===== config.mk =====
export PLATFORM = sky130hd
export DESIGN_NAME = fan_duty_regulator
export DESIGN_NICKNAME = d
export VERILOG_FILES = /design/src/rtl/fan_reg_pkg.sv /design/src/rtl/fan_interval_timer.sv /design/src/rtl/fan_tach_capture.sv /design/src/rtl/fan_step_core.sv /design/src/rtl/fan_duty_regulator.sv
export SDC_FILE = /design/constraint.sdc
export NUM_CORES = 1
export LEC_CHECK = 0
export BUFFER_PORTS_ARGS = -buffer_cell sky130_fd_sc_hd__buf_2
export CORE_UTILIZATION = 59
export DETAILED_ROUTE_END_ITERATION = 8
export PLACE_DENSITY = 0.82
export SYNTH_ARGS = -nofsm -noshare
export SYNTH_HDL_FRONTEND = slang
export SYNTH_SLANG_ARGS = --single-unit

===== constraint.sdc =====
create_clock -name clk -period 4.6 [get_ports clk]
set_clock_uncertainty 0.1 [all_clocks]
set_input_delay 0.46 -clock clk [delete_from_list [all_inputs] [get_ports clk]]
set_output_delay 0.46 -clock clk [all_outputs]
set_load 0.01 [all_outputs]

===== src/rtl/fan_reg_pkg.sv =====
package fan_reg_pkg;

    localparam int DUTY_W = 8;
    localparam int CNT_W  = 16;
    localparam int DUTY_MAX = (1 << DUTY_W) - 1;

    typedef enum logic [1:0] {
        MODE_DIRECT = 2'b00,
        MODE_SPEED  = 2'b01,
        MODE_RSV_A  = 2'b10,
        MODE_RSV_B  = 2'b11
    } fan_mode_e;

    typedef enum logic [1:0] {
        DIR_HOLD = 2'b00,
        DIR_UP   = 2'b01,
        DIR_DOWN = 2'b10
    } step_dir_e;

    typedef struct packed {
        logic [CNT_W-1:0] count;
        logic             fresh;
    } tach_sample_t;

    function automatic logic [DUTY_W-1:0] step_amount(input logic [1:0] code);
        return DUTY_W'(1) << code;
    endfunction

    function automatic logic [DUTY_W-1:0] sat_add(input logic [DUTY_W-1:0] a,
                                                  input logic [DUTY_W-1:0] b);
        logic [DUTY_W:0] s;
        s = {1'b0, a} + {1'b0, b};
        return s[DUTY_W] ? DUTY_W'(DUTY_MAX) : s[DUTY_W-1:0];
    endfunction

    function automatic logic [DUTY_W-1:0] sat_sub(input logic [DUTY_W-1:0] a,
                                                  input logic [DUTY_W-1:0] b);
        return (a < b) ? '0 : (a - b);
    endfunction

    function automatic logic [DUTY_W-1:0] apply_floor(input logic [DUTY_W-1:0] d,
                                                      input logic [DUTY_W-1:0] floor_v,
                                                      input logic            en);
        return (en && d < floor_v) ? floor_v : d;
    endfunction

endpackage


===== src/rtl/fan_interval_timer.sv =====
module fan_interval_timer #(
    parameter int TICKS_SLOW = 1000,
    parameter int TICKS_FAST = 250
) (
    input  logic clk,
    input  logic rst,
    input  logic active,
    input  logic fast,
    input  logic tick,
    output logic update
);
    localparam int CW = $clog2(TICKS_SLOW + 1);

    logic [CW-1:0] cnt;
    logic [CW-1:0] limit;

    assign limit = fast ? CW'(TICKS_FAST - 1) : CW'(TICKS_SLOW - 1);

    always_ff @(posedge clk) begin
        if (rst || !active) begin
            cnt    <= '0;
            update <= 1'b0;
        end else begin
            update <= 1'b0;
            if (tick) begin
                if (cnt >= limit) begin
                    cnt    <= '0;
                    update <= 1'b1;
                end else begin
                    cnt <= cnt + 1'b1;
                end
            end
        end
    end

    AST_UPDATE_ISOLATED: assert property (@(posedge clk) disable iff (rst)
        update |=> !update);

    AST_COUNT_IN_RANGE: assert property (@(posedge clk) disable iff (rst)
        cnt <= CW'(TICKS_SLOW - 1));

    AST_IDLE_NO_UPDATE: assert property (@(posedge clk) disable iff (rst)
        !active |=> !update);

endmodule


===== src/rtl/fan_tach_capture.sv =====
module fan_tach_capture
    import fan_reg_pkg::*;
(
    input  logic             clk,
    input  logic             rst,
    input  logic             active,
    input  logic             valid,
    input  logic [CNT_W-1:0] count,
    input  logic             consume,
    output tach_sample_t     smp
);
    always_ff @(posedge clk) begin
        if (rst) begin
            smp <= '0;
        end else begin
            if (valid) begin
                smp.count <= count;
            end
            if (!active) begin
                smp.fresh <= 1'b0;
            end else if (valid) begin
                smp.fresh <= 1'b1;
            end else if (consume) begin
                smp.fresh <= 1'b0;
            end
        end
    end

    AST_STROBE_MARKS_FRESH: assert property (@(posedge clk) disable iff (rst)
        (active && valid) |=> smp.fresh);

    AST_CONSUME_CLEARS: assert property (@(posedge clk) disable iff (rst)
        (consume && !valid) |=> !smp.fresh);

endmodule


===== src/rtl/fan_step_core.sv =====
module fan_step_core
    import fan_reg_pkg::*;
#(
    parameter int DEADBAND = 10,
    parameter int FLOOR    = 77
) (
    input  logic              clk,
    input  logic              rst,
    input  logic              load,
    input  logic [DUTY_W-1:0] host_duty,
    input  logic              update,
    input  tach_sample_t      smp,
    input  logic [CNT_W-1:0]  target,
    input  logic [1:0]        step_code,
    input  logic              floor_en,
    output logic [DUTY_W-1:0] reg_duty
);
    localparam logic signed [CNT_W:0] BAND = (CNT_W+1)'(DEADBAND);

    logic signed [CNT_W:0] diff;
    step_dir_e             dir;
    logic [DUTY_W-1:0]     stepped;
    logic [DUTY_W-1:0]     next_duty;
    logic                  apply;

    always_comb begin
        diff = $signed({1'b0, smp.count}) - $signed({1'b0, target});
        if (diff > BAND) begin
            dir = DIR_UP;
        end else if (diff < -BAND) begin
            dir = DIR_DOWN;
        end else begin
            dir = DIR_HOLD;
        end
    end

    always_comb begin
        unique case (dir)
            DIR_UP:   stepped = sat_add(reg_duty, step_amount(step_code));
            DIR_DOWN: stepped = sat_sub(reg_duty, step_amount(step_code));
            default:  stepped = reg_duty;
        endcase
        next_duty = apply_floor(stepped, DUTY_W'(FLOOR), floor_en);
    end

    assign apply = update && smp.fresh;

    always_ff @(posedge clk) begin
        if (rst) begin
            reg_duty <= '0;
        end else if (load) begin
            reg_duty <= host_duty;
        end else if (apply) begin
            reg_duty <= next_duty;
        end
    end

    AST_HOLD_BETWEEN_UPDATES: assert property (@(posedge clk) disable iff (rst)
        (!load && !update) |=> $stable(reg_duty));

    AST_BAND_HOLDS: assert property (@(posedge clk) disable iff (rst)
        (!load && update && smp.fresh && !floor_en
         && ({1'b0, smp.count} <= {1'b0, target} + (CNT_W+1)'(DEADBAND))
         && ({1'b0, target} <= {1'b0, smp.count} + (CNT_W+1)'(DEADBAND)))
        |=> $stable(reg_duty));

    AST_STALE_NO_MOVE: assert property (@(posedge clk) disable iff (rst)
        (!load && update && !smp.fresh) |=> $stable(reg_duty));

endmodule


===== src/rtl/fan_duty_regulator.sv =====
module fan_duty_regulator
    import fan_reg_pkg::*;
#(
    parameter int TICKS_SLOW = 1000,
    parameter int TICKS_FAST = 250,
    parameter int DEADBAND   = 10,
    parameter int CUTOFF     = 18,
    parameter int FLOOR      = 77
) (
    input  logic              clk,
    input  logic              rst,
    input  logic [1:0]        mode,
    input  logic              tach_en,
    input  logic              tach_mode,
    input  logic              fast_sel,
    input  logic [1:0]        step_sel,
    input  logic [DUTY_W-1:0] host_duty,
    input  logic [CNT_W-1:0]  target_cnt,
    input  logic [CNT_W-1:0]  meas_cnt,
    input  logic              meas_valid,
    input  logic              tick_ms,
    output logic [DUTY_W-1:0] duty_out
);
    fan_mode_e         mode_e;
    logic              speed;
    logic              active;
    logic              update;
    tach_sample_t      smp;
    logic [DUTY_W-1:0] reg_duty;
    logic [DUTY_W-1:0] out_next;

    assign mode_e = fan_mode_e'(mode);
    assign speed  = (mode_e == MODE_SPEED);
    assign active = speed && tach_en;

    fan_interval_timer #(
        .TICKS_SLOW(TICKS_SLOW),
        .TICKS_FAST(TICKS_FAST)
    ) u_timer (
        .clk   (clk),
        .rst   (rst),
        .active(active),
        .fast  (fast_sel),
        .tick  (tick_ms),
        .update(update)
    );

    fan_tach_capture u_capture (
        .clk    (clk),
        .rst    (rst),
        .active (active),
        .valid  (meas_valid),
        .count  (meas_cnt),
        .consume(update),
        .smp    (smp)
    );

    fan_step_core #(
        .DEADBAND(DEADBAND),
        .FLOOR   (FLOOR)
    ) u_core (
        .clk      (clk),
        .rst      (rst),
        .load     (!speed),
        .host_duty(host_duty),
        .update   (update),
        .smp      (smp),
        .target   (target_cnt),
        .step_code(step_sel),
        .floor_en (!tach_mode),
        .reg_duty (reg_duty)
    );

    always_comb begin
        if (speed) begin
            out_next = apply_floor(reg_duty, DUTY_W'(FLOOR), !tach_mode);
        end else if (tach_en && !tach_mode && host_duty < DUTY_W'(CUTOFF)) begin
            out_next = '0;
        end else begin
            out_next = host_duty;
        end
    end

    always_ff @(posedge clk) begin
        if (rst) begin
            duty_out <= '0;
        end else begin
            duty_out <= out_next;
        end
    end

    AST_SPEED_FLOOR: assert property (@(posedge clk) disable iff (rst)
        (speed && !tach_mode) |=> (duty_out >= DUTY_W'(FLOOR)));

    AST_DIRECT_CUTOFF: assert property (@(posedge clk) disable iff (rst)
        (!speed && tach_en && !tach_mode && host_duty < DUTY_W'(CUTOFF))
        |=> (duty_out == '0));

    AST_DIRECT_PASS: assert property (@(posedge clk) disable iff (rst)
        (!speed && (tach_mode || !tach_en)) |=> (duty_out == $past(host_duty)));

endmodule


==> reports/qor.txt, run 1 <==
Status: completed
Clk_lat worst skew: 0.31 ns
Syn_area_per_cell: 7.85 um^2
GR Util All Layers: 0.276
Dpl hpwl: 7.63 mm
Worst slack at placement: 0.313 ns
Core Footprint: 0.00646 mm^2
Commonest non-fill, non-tap cell in the layout: nor2_1
Clock net sink count: 44
Proportion of layout cells with a drive suffix above 1: 0.172
Measured slew at the worst slew-check pin: 0.899 ns
Global-route wire length before repair: 16.3 mm
Delay of the slowest critical-path stage: 0.53 ns
Power Dens Cells: 261 mW/mm^2
CP startpoint kind: register
Vias per inst: 6.23
Cell taking the most area after synthesis: dfxtp_1
Synth Flop Type: dfxtp_1
Critical Path RT: 4.68 ns
Largest family of logic cells by synthesized area: compound AO/OA/AOI/OAI gates
Max IR drop VDD: 0.000190 V
XOR/XNOR share of the synthesized area: 0.0329
Worst Path Buf+Inv: 1
Detail Route Antenna Nets: 0
Die height: 84.7 um
Initial Util: 0.625
GPL Wtd Cong: 0.868
# DRC: 0
Setup bufs post-CTS: 0
Post-CTS sizing: 0
Arrival time at the worst endpoint: 4.23 ns
Max Clk Rate: 240 MHz
Vias in the first global route: 3,585
Seq cells post-synth: 44
Largest net degree at the start of global routing: 36
Wirelength per Cell: 15.4 um
Distinct cells, synth: 84
CTS tree: done
Total I/O pin count: 59
Hold_buf cts: 0
Post-synth top area share: 0.218
Post-Syn Instances: 514
Adder-cell area share of the yosys netlist: 0.111
Layout area overhead: 10.6%
Worst hold path class: in2reg
Longest Clk Path Bufs: 2
Drt pass-1 iters: 8
Synth Area in Compound Gates: 0.284
FP Rows: 29
Maxcap violations: 0
Top cells by area, synth: dfxtp_1 (22%), ha_1 (9.6%), nor2_1 (5.8%), mux2i_1 (4.5%), a21oi_1 (3.7%)
Leak Pwr: 2.06 nW
Reg clk slew, reported paths: 0.10 ns
Antenna cell count: 0
Worst Path Max Fanout: 6
Final global-route overflow total: 0
Total Wirelength: 9.86 mm
H-tree depth: 2
Final worst slack: 0.441 ns
Post-synthesis simple-gate area fraction: 0.258
I/O Buffers: 58
Final Hold Fails: 0
Worst setup EP type: register
Register area share after synthesis: 0.218
Setup TNS: 0 ns
Final Max Tran Viols: 0
Max_slew headroom: 0.399
Die area: 0.00717 mm^2
Via count: 3,986
Setup violators final: 0
WS Path Type: reg2reg
Synth Cell Area: 0.00403 mm^2
Critical path's top delay family: compound AO/OA/AOI/OAI gates
Crit-path slowest cell: o31ai_1
Root Buffer: clkbuf_8
Async SR Flop Fraction: 0
CP Cell Sequence: inv_1, ha_1, fa_1, nand2b_1, a211oi_4, o211ai_4, o21ai_4, xor2_4, nand4_2, o31ai_1, a2bb2oi_1, o21ai_0, a2111oi_0, o22ai_1
RSZ-0062 raised after global routing: no
Syn Nets: 599
Number of CTS-inserted buffers: 5
Antenna violations before repair: 0
Number of synthesized flops with an enable pin: 0
Die width: 84.7 um
Iter 0 DRT Violations: 242
Most frequent cells in the layout: nor2_1 (62), buf_2 (58), dfxtp_1 (44)
Mux share of post-synthesis cell area: 0.0447
Nets: 647
Fin crit share: 0.904
Fin crit period: 4.16 ns
Yosys warns: 0
logic make-up (layout without fill, tap and decap cells):
group / count (synthesis) / in the layout
AND/OR/NAND/NOR: 199 / 199
AO/OA/AOI/OAI: 155 / 155
buffers and inverters: 51 / 100
flip-flops: 44 / 44
adder cells (fa/ha/maj): 34 / 34
multiplexers: 18 / 18
XOR/XNOR: 13 / 13
report_power, final:
part / total [mW] / leakage [nW] / internal, mW / switching (mW)
Combinational: 0.429 / 1.64 / 0.176 / 0.253
Clock: 0.317 / 0.0548 / 0.164 / 0.153
Sequential: 0.420 / 0.362 / 0.400 / 0.0200
metrics by stage:
stage                     instance area [um^2]  total power [mW]  cells  hold WS, ns  utilization
after detailed placement                  4350             0.848    632        0.394        0.673
after CTS                                 4460              1.16    640        0.283        0.691
after floorplan                           4030             0.750    514        0.360            -
final                                     4460              1.17    640        0.282        0.691
after global placement                    4350             0.840    632        0.379        0.673
after global routing                      4460              1.23    640        0.294        0.691
final cells by class:
type,count,area [um^2]
fillers,549,2000
clock buffers,5,68.8
repair buffers,59,298
inverters,33,124
flip-flops and latches,44,881
well taps,77,96.3
multi-input cells,419,2950
clock inverters,3,46.3
flip-flops by register name, indices dropped and copies added (netlist names):
name	count
u_timer.cnt	10
u_core.reg_duty	8
duty_out	8
u_timer.update	1
u_capture.smp	17
synthesized netlist by cell type, drive strengths merged, types with 9 or more instances:
cell,count
nor2,65
dfxtp,44
nand2,36
inv,33
ha,31
o21ai,31
a21oi,30
nor3,19
mux2i,18
clkbuf,15
nand3,13
xor2,11
a211oi,9
nand2b,9
nand4,9
worst min-delay path: stages:
cell and delay, ns:
buf_2 0.07, mux2i_1 0.05, nor2_1 0.07
path summary, 6_finish.rpt:
| kind | startpoint | to | slack [ns] | depth (start not counted) |
|---|---|---|---|---|
| setup / recovery | u_capture.smp[1] | u_core.reg_duty[1] | 0.44 | 14 |
| setup reg to reg | u_capture.smp[1] | u_core.reg_duty[1] | 0.44 | 14 |
| hold reg to reg | u_capture.smp[16] | u_capture.smp[16] | 0.41 | 2 |
| hold / removal | meas_cnt[13] | u_capture.smp[14] | 0.28 | 3 |
layer usage:
metal	track usage	vias to the layer above	routed length [um]
met5	0	-	0
met4	0.0878	0	153
met3	0.0423	20	560
met2	0.448	155	4460
met1	0.378	1809	4680
li1	-	2002	-
No activity file was read; power rests on OpenSTA's default activity.
==> run 2: changes to the inputs <==
--- a/config.mk
+++ b/config.mk
@@ -6,9 +6,9 @@
 export NUM_CORES = 1
 export LEC_CHECK = 0
 export BUFFER_PORTS_ARGS = -buffer_cell sky130_fd_sc_hd__buf_2
-export CORE_UTILIZATION = 59
+export CORE_UTILIZATION = 53
 export DETAILED_ROUTE_END_ITERATION = 8
-export PLACE_DENSITY = 0.82
+export PLACE_DENSITY = 0.78
 export SYNTH_ARGS = -nofsm -noshare
 export SYNTH_HDL_FRONTEND = slang
 export SYNTH_SLANG_ARGS = --single-unit
==> constraint.sdc (replaced) <==
create_clock -name clk -period 3.6 [get_ports clk]
set_clock_uncertainty 0.1 [all_clocks]
set_input_delay 0.36 -clock clk [delete_from_list [all_inputs] [get_ports clk]]
set_output_delay 0.36 -clock clk [all_outputs]
set_load 0.01 [all_outputs]
==> run 2 against run 1 <==
Net effect:
- the run now ends with setup timing left
- critical path type unchanged
- clock-buffer cell count stayed put
- sequential power is 28% higher
- register-to-register slack worse by 0.70 ns
- core utilization is 5.5 points higher
- largest power group unchanged
- design area is 22% higher
- sequential share of layout area is 3.5 points lower
==> reports/qor.txt, run 2 (synthesized netlist as in run 1, its figures left out) <==
Layout area overhead: 34.8%
Final worst slack: -0.262 ns
Vias in the first global route: 4,168
Worst hold path class: in2reg
Total Wirelength: 12.7 mm
Number of CTS-inserted buffers: 5
Global-route wire length before repair: 18.6 mm
FP Rows: 31
I/O Buffers: 58
Clock net sink count: 44
Iter 0 DRT Violations: 379
Antenna cell count: 0
Worst setup EP type: register
Max reg flops: 17
Measured slew at the worst slew-check pin: 0.847 ns
CP startpoint kind: register
Top reg by flops: u_capture.smp
Final global-route overflow total: 0
Fin crit share: 1.07
Longest Clk Path Bufs: 2
Delay of the slowest critical-path stage: 0.56 ns
H-tree depth: 2
WS Path Type: reg2reg
Die area: 0.00796 mm^2
Total I/O pin count: 59
CP Cell Sequence: inv_2, ha_4, fa_2, o21a_1, nor3_1, a31o_2, a21oi_1, nand4_1, nor4b_2, and4_1, or2_0, a211oi_4, nor4_1, a21oi_2
Die width: 89.2 um
PnR Total Power: 1.77 mW
Crit-path slowest cell: fa_2
Hold_buf cts: 0
Nets: 718
Leak Pwr: 2.49 nW
Detail Route Antenna Nets: 0
Clk_lat worst skew: 0.32 ns
Vias per inst: 6.22
Die height: 89.2 um
Arrival time at the worst endpoint: 3.97 ns
Wirelength per Cell: 17.4 um
Commonest non-fill, non-tap cell in the layout: buf_4
Core Footprint: 0.00729 mm^2
Dpl hpwl: 8.41 mm
CTS tree: done
Drt pass-1 iters: 5
Maxcap violations: 0
Final core utilization: 0.746
Largest net degree at the start of global routing: 36
Fin crit period: 3.86 ns
Max Clk Rate: 259 MHz
GR Util All Layers: 0.297
Reg clk slew, reported paths: 0.11 ns
Power Dens Cells: 326 mW/mm^2
Max IR drop VDD: 0.000231 V
Antenna violations before repair: 0
GPL Wtd Cong: 0.903
Setup violators final: 7
# DRC: 0
Largest registers: u_capture.smp x17, u_timer.cnt x10
Final Hold Fails: 0
Root Buffer: clkbuf_8
Status: finished, violations left
Most frequent cells in the layout: buf_4 (68), nor2_1 (61), buf_2 (58)
Worst Path Max Fanout: 4
Via count: 4,559
Setup TNS: -1.11 ns
Proportion of layout cells with a drive suffix above 1: 0.341
Initial Util: 0.553
RSZ-0062 raised after global routing: yes
Max_slew headroom: 0.434
Critical Path RT: 3.71 ns
Failing checks: setup timing
Final Max Tran Viols: 0
## run 2: final cells by class
| cell class | instances | area (um^2) |
|---|---|---|
| well taps | 99 | 124 |
| clock inverters | 3 | 46.3 |
| flip-flops and latches | 44 | 883 |
| inverters | 33 | 124 |
| repair buffers | 130 | 846 |
| fillers | 567 | 1850 |
| clock buffers | 5 | 68.8 |
| multi-input cells | 419 | 3350 |
## run 2: timing repair
action	in CTS	in global routing
setup buffers	6	11
endpoints found under the setup margin	7	8
gates resized for setup	21	50
pin swaps	10	28
## run 2: report_power, final
group	leakage (nW)	total [mW]	internal, mW	switching, mW
clock network	0.0548	0.413	0.210	0.204
registers	0.362	0.537	0.511	0.0259
logic	2.07	0.822	0.378	0.443
total	2.49	1.77	1.10	0.673
## run 2: worst paths after layout
check / start / slack (ns) / endpoint / depth (start not counted)
worst max-delay path: u_capture.smp[1] / -0.26 / u_core.reg_duty[3] / 14
worst min register to register: u_capture.smp[1] / 0.41 / u_capture.smp[1] / 2
worst min-delay path: meas_cnt[15] / 0.17 / u_capture.smp[16] / 3
worst max register to register: u_capture.smp[1] / -0.26 / u_core.reg_duty[3] / 14
## run 2: critical path, delay by kind of cell (launching register included)
kind	cells	cell delay [ns]
buffers and inverters	1	0.04
DFF	1	0.34
adders and majority gates	2	0.71
AOI/OAI and AO/OA	5	0.80
and+or+nand+nor	6	1.77
## run 2: routing by layer
layer,vias to the layer above,wire length (um),track usage
met5,-,0,0
met4,0,397,0.108
met3,48,844,0.0314
met2,239,6170,0.501
met1,2124,5310,0.392
li1,2148,-,-
## run 2: stage by stage
stage / hold WS [ns] / instances / setup slack (ns) / instance area (um^2)
after floorplan: 0.360 / 514 / 0.00297 / 4050
after global placement: 0.378 / 709 / -0.248 / 4810
after detailed placement: 0.391 / 709 / -0.379 / 4810
after CTS: 0.184 / 722 / -0.150 / 5070
after global routing: 0.190 / 733 / -0.413 / 5440
final: 0.169 / 733 / -0.262 / 5440
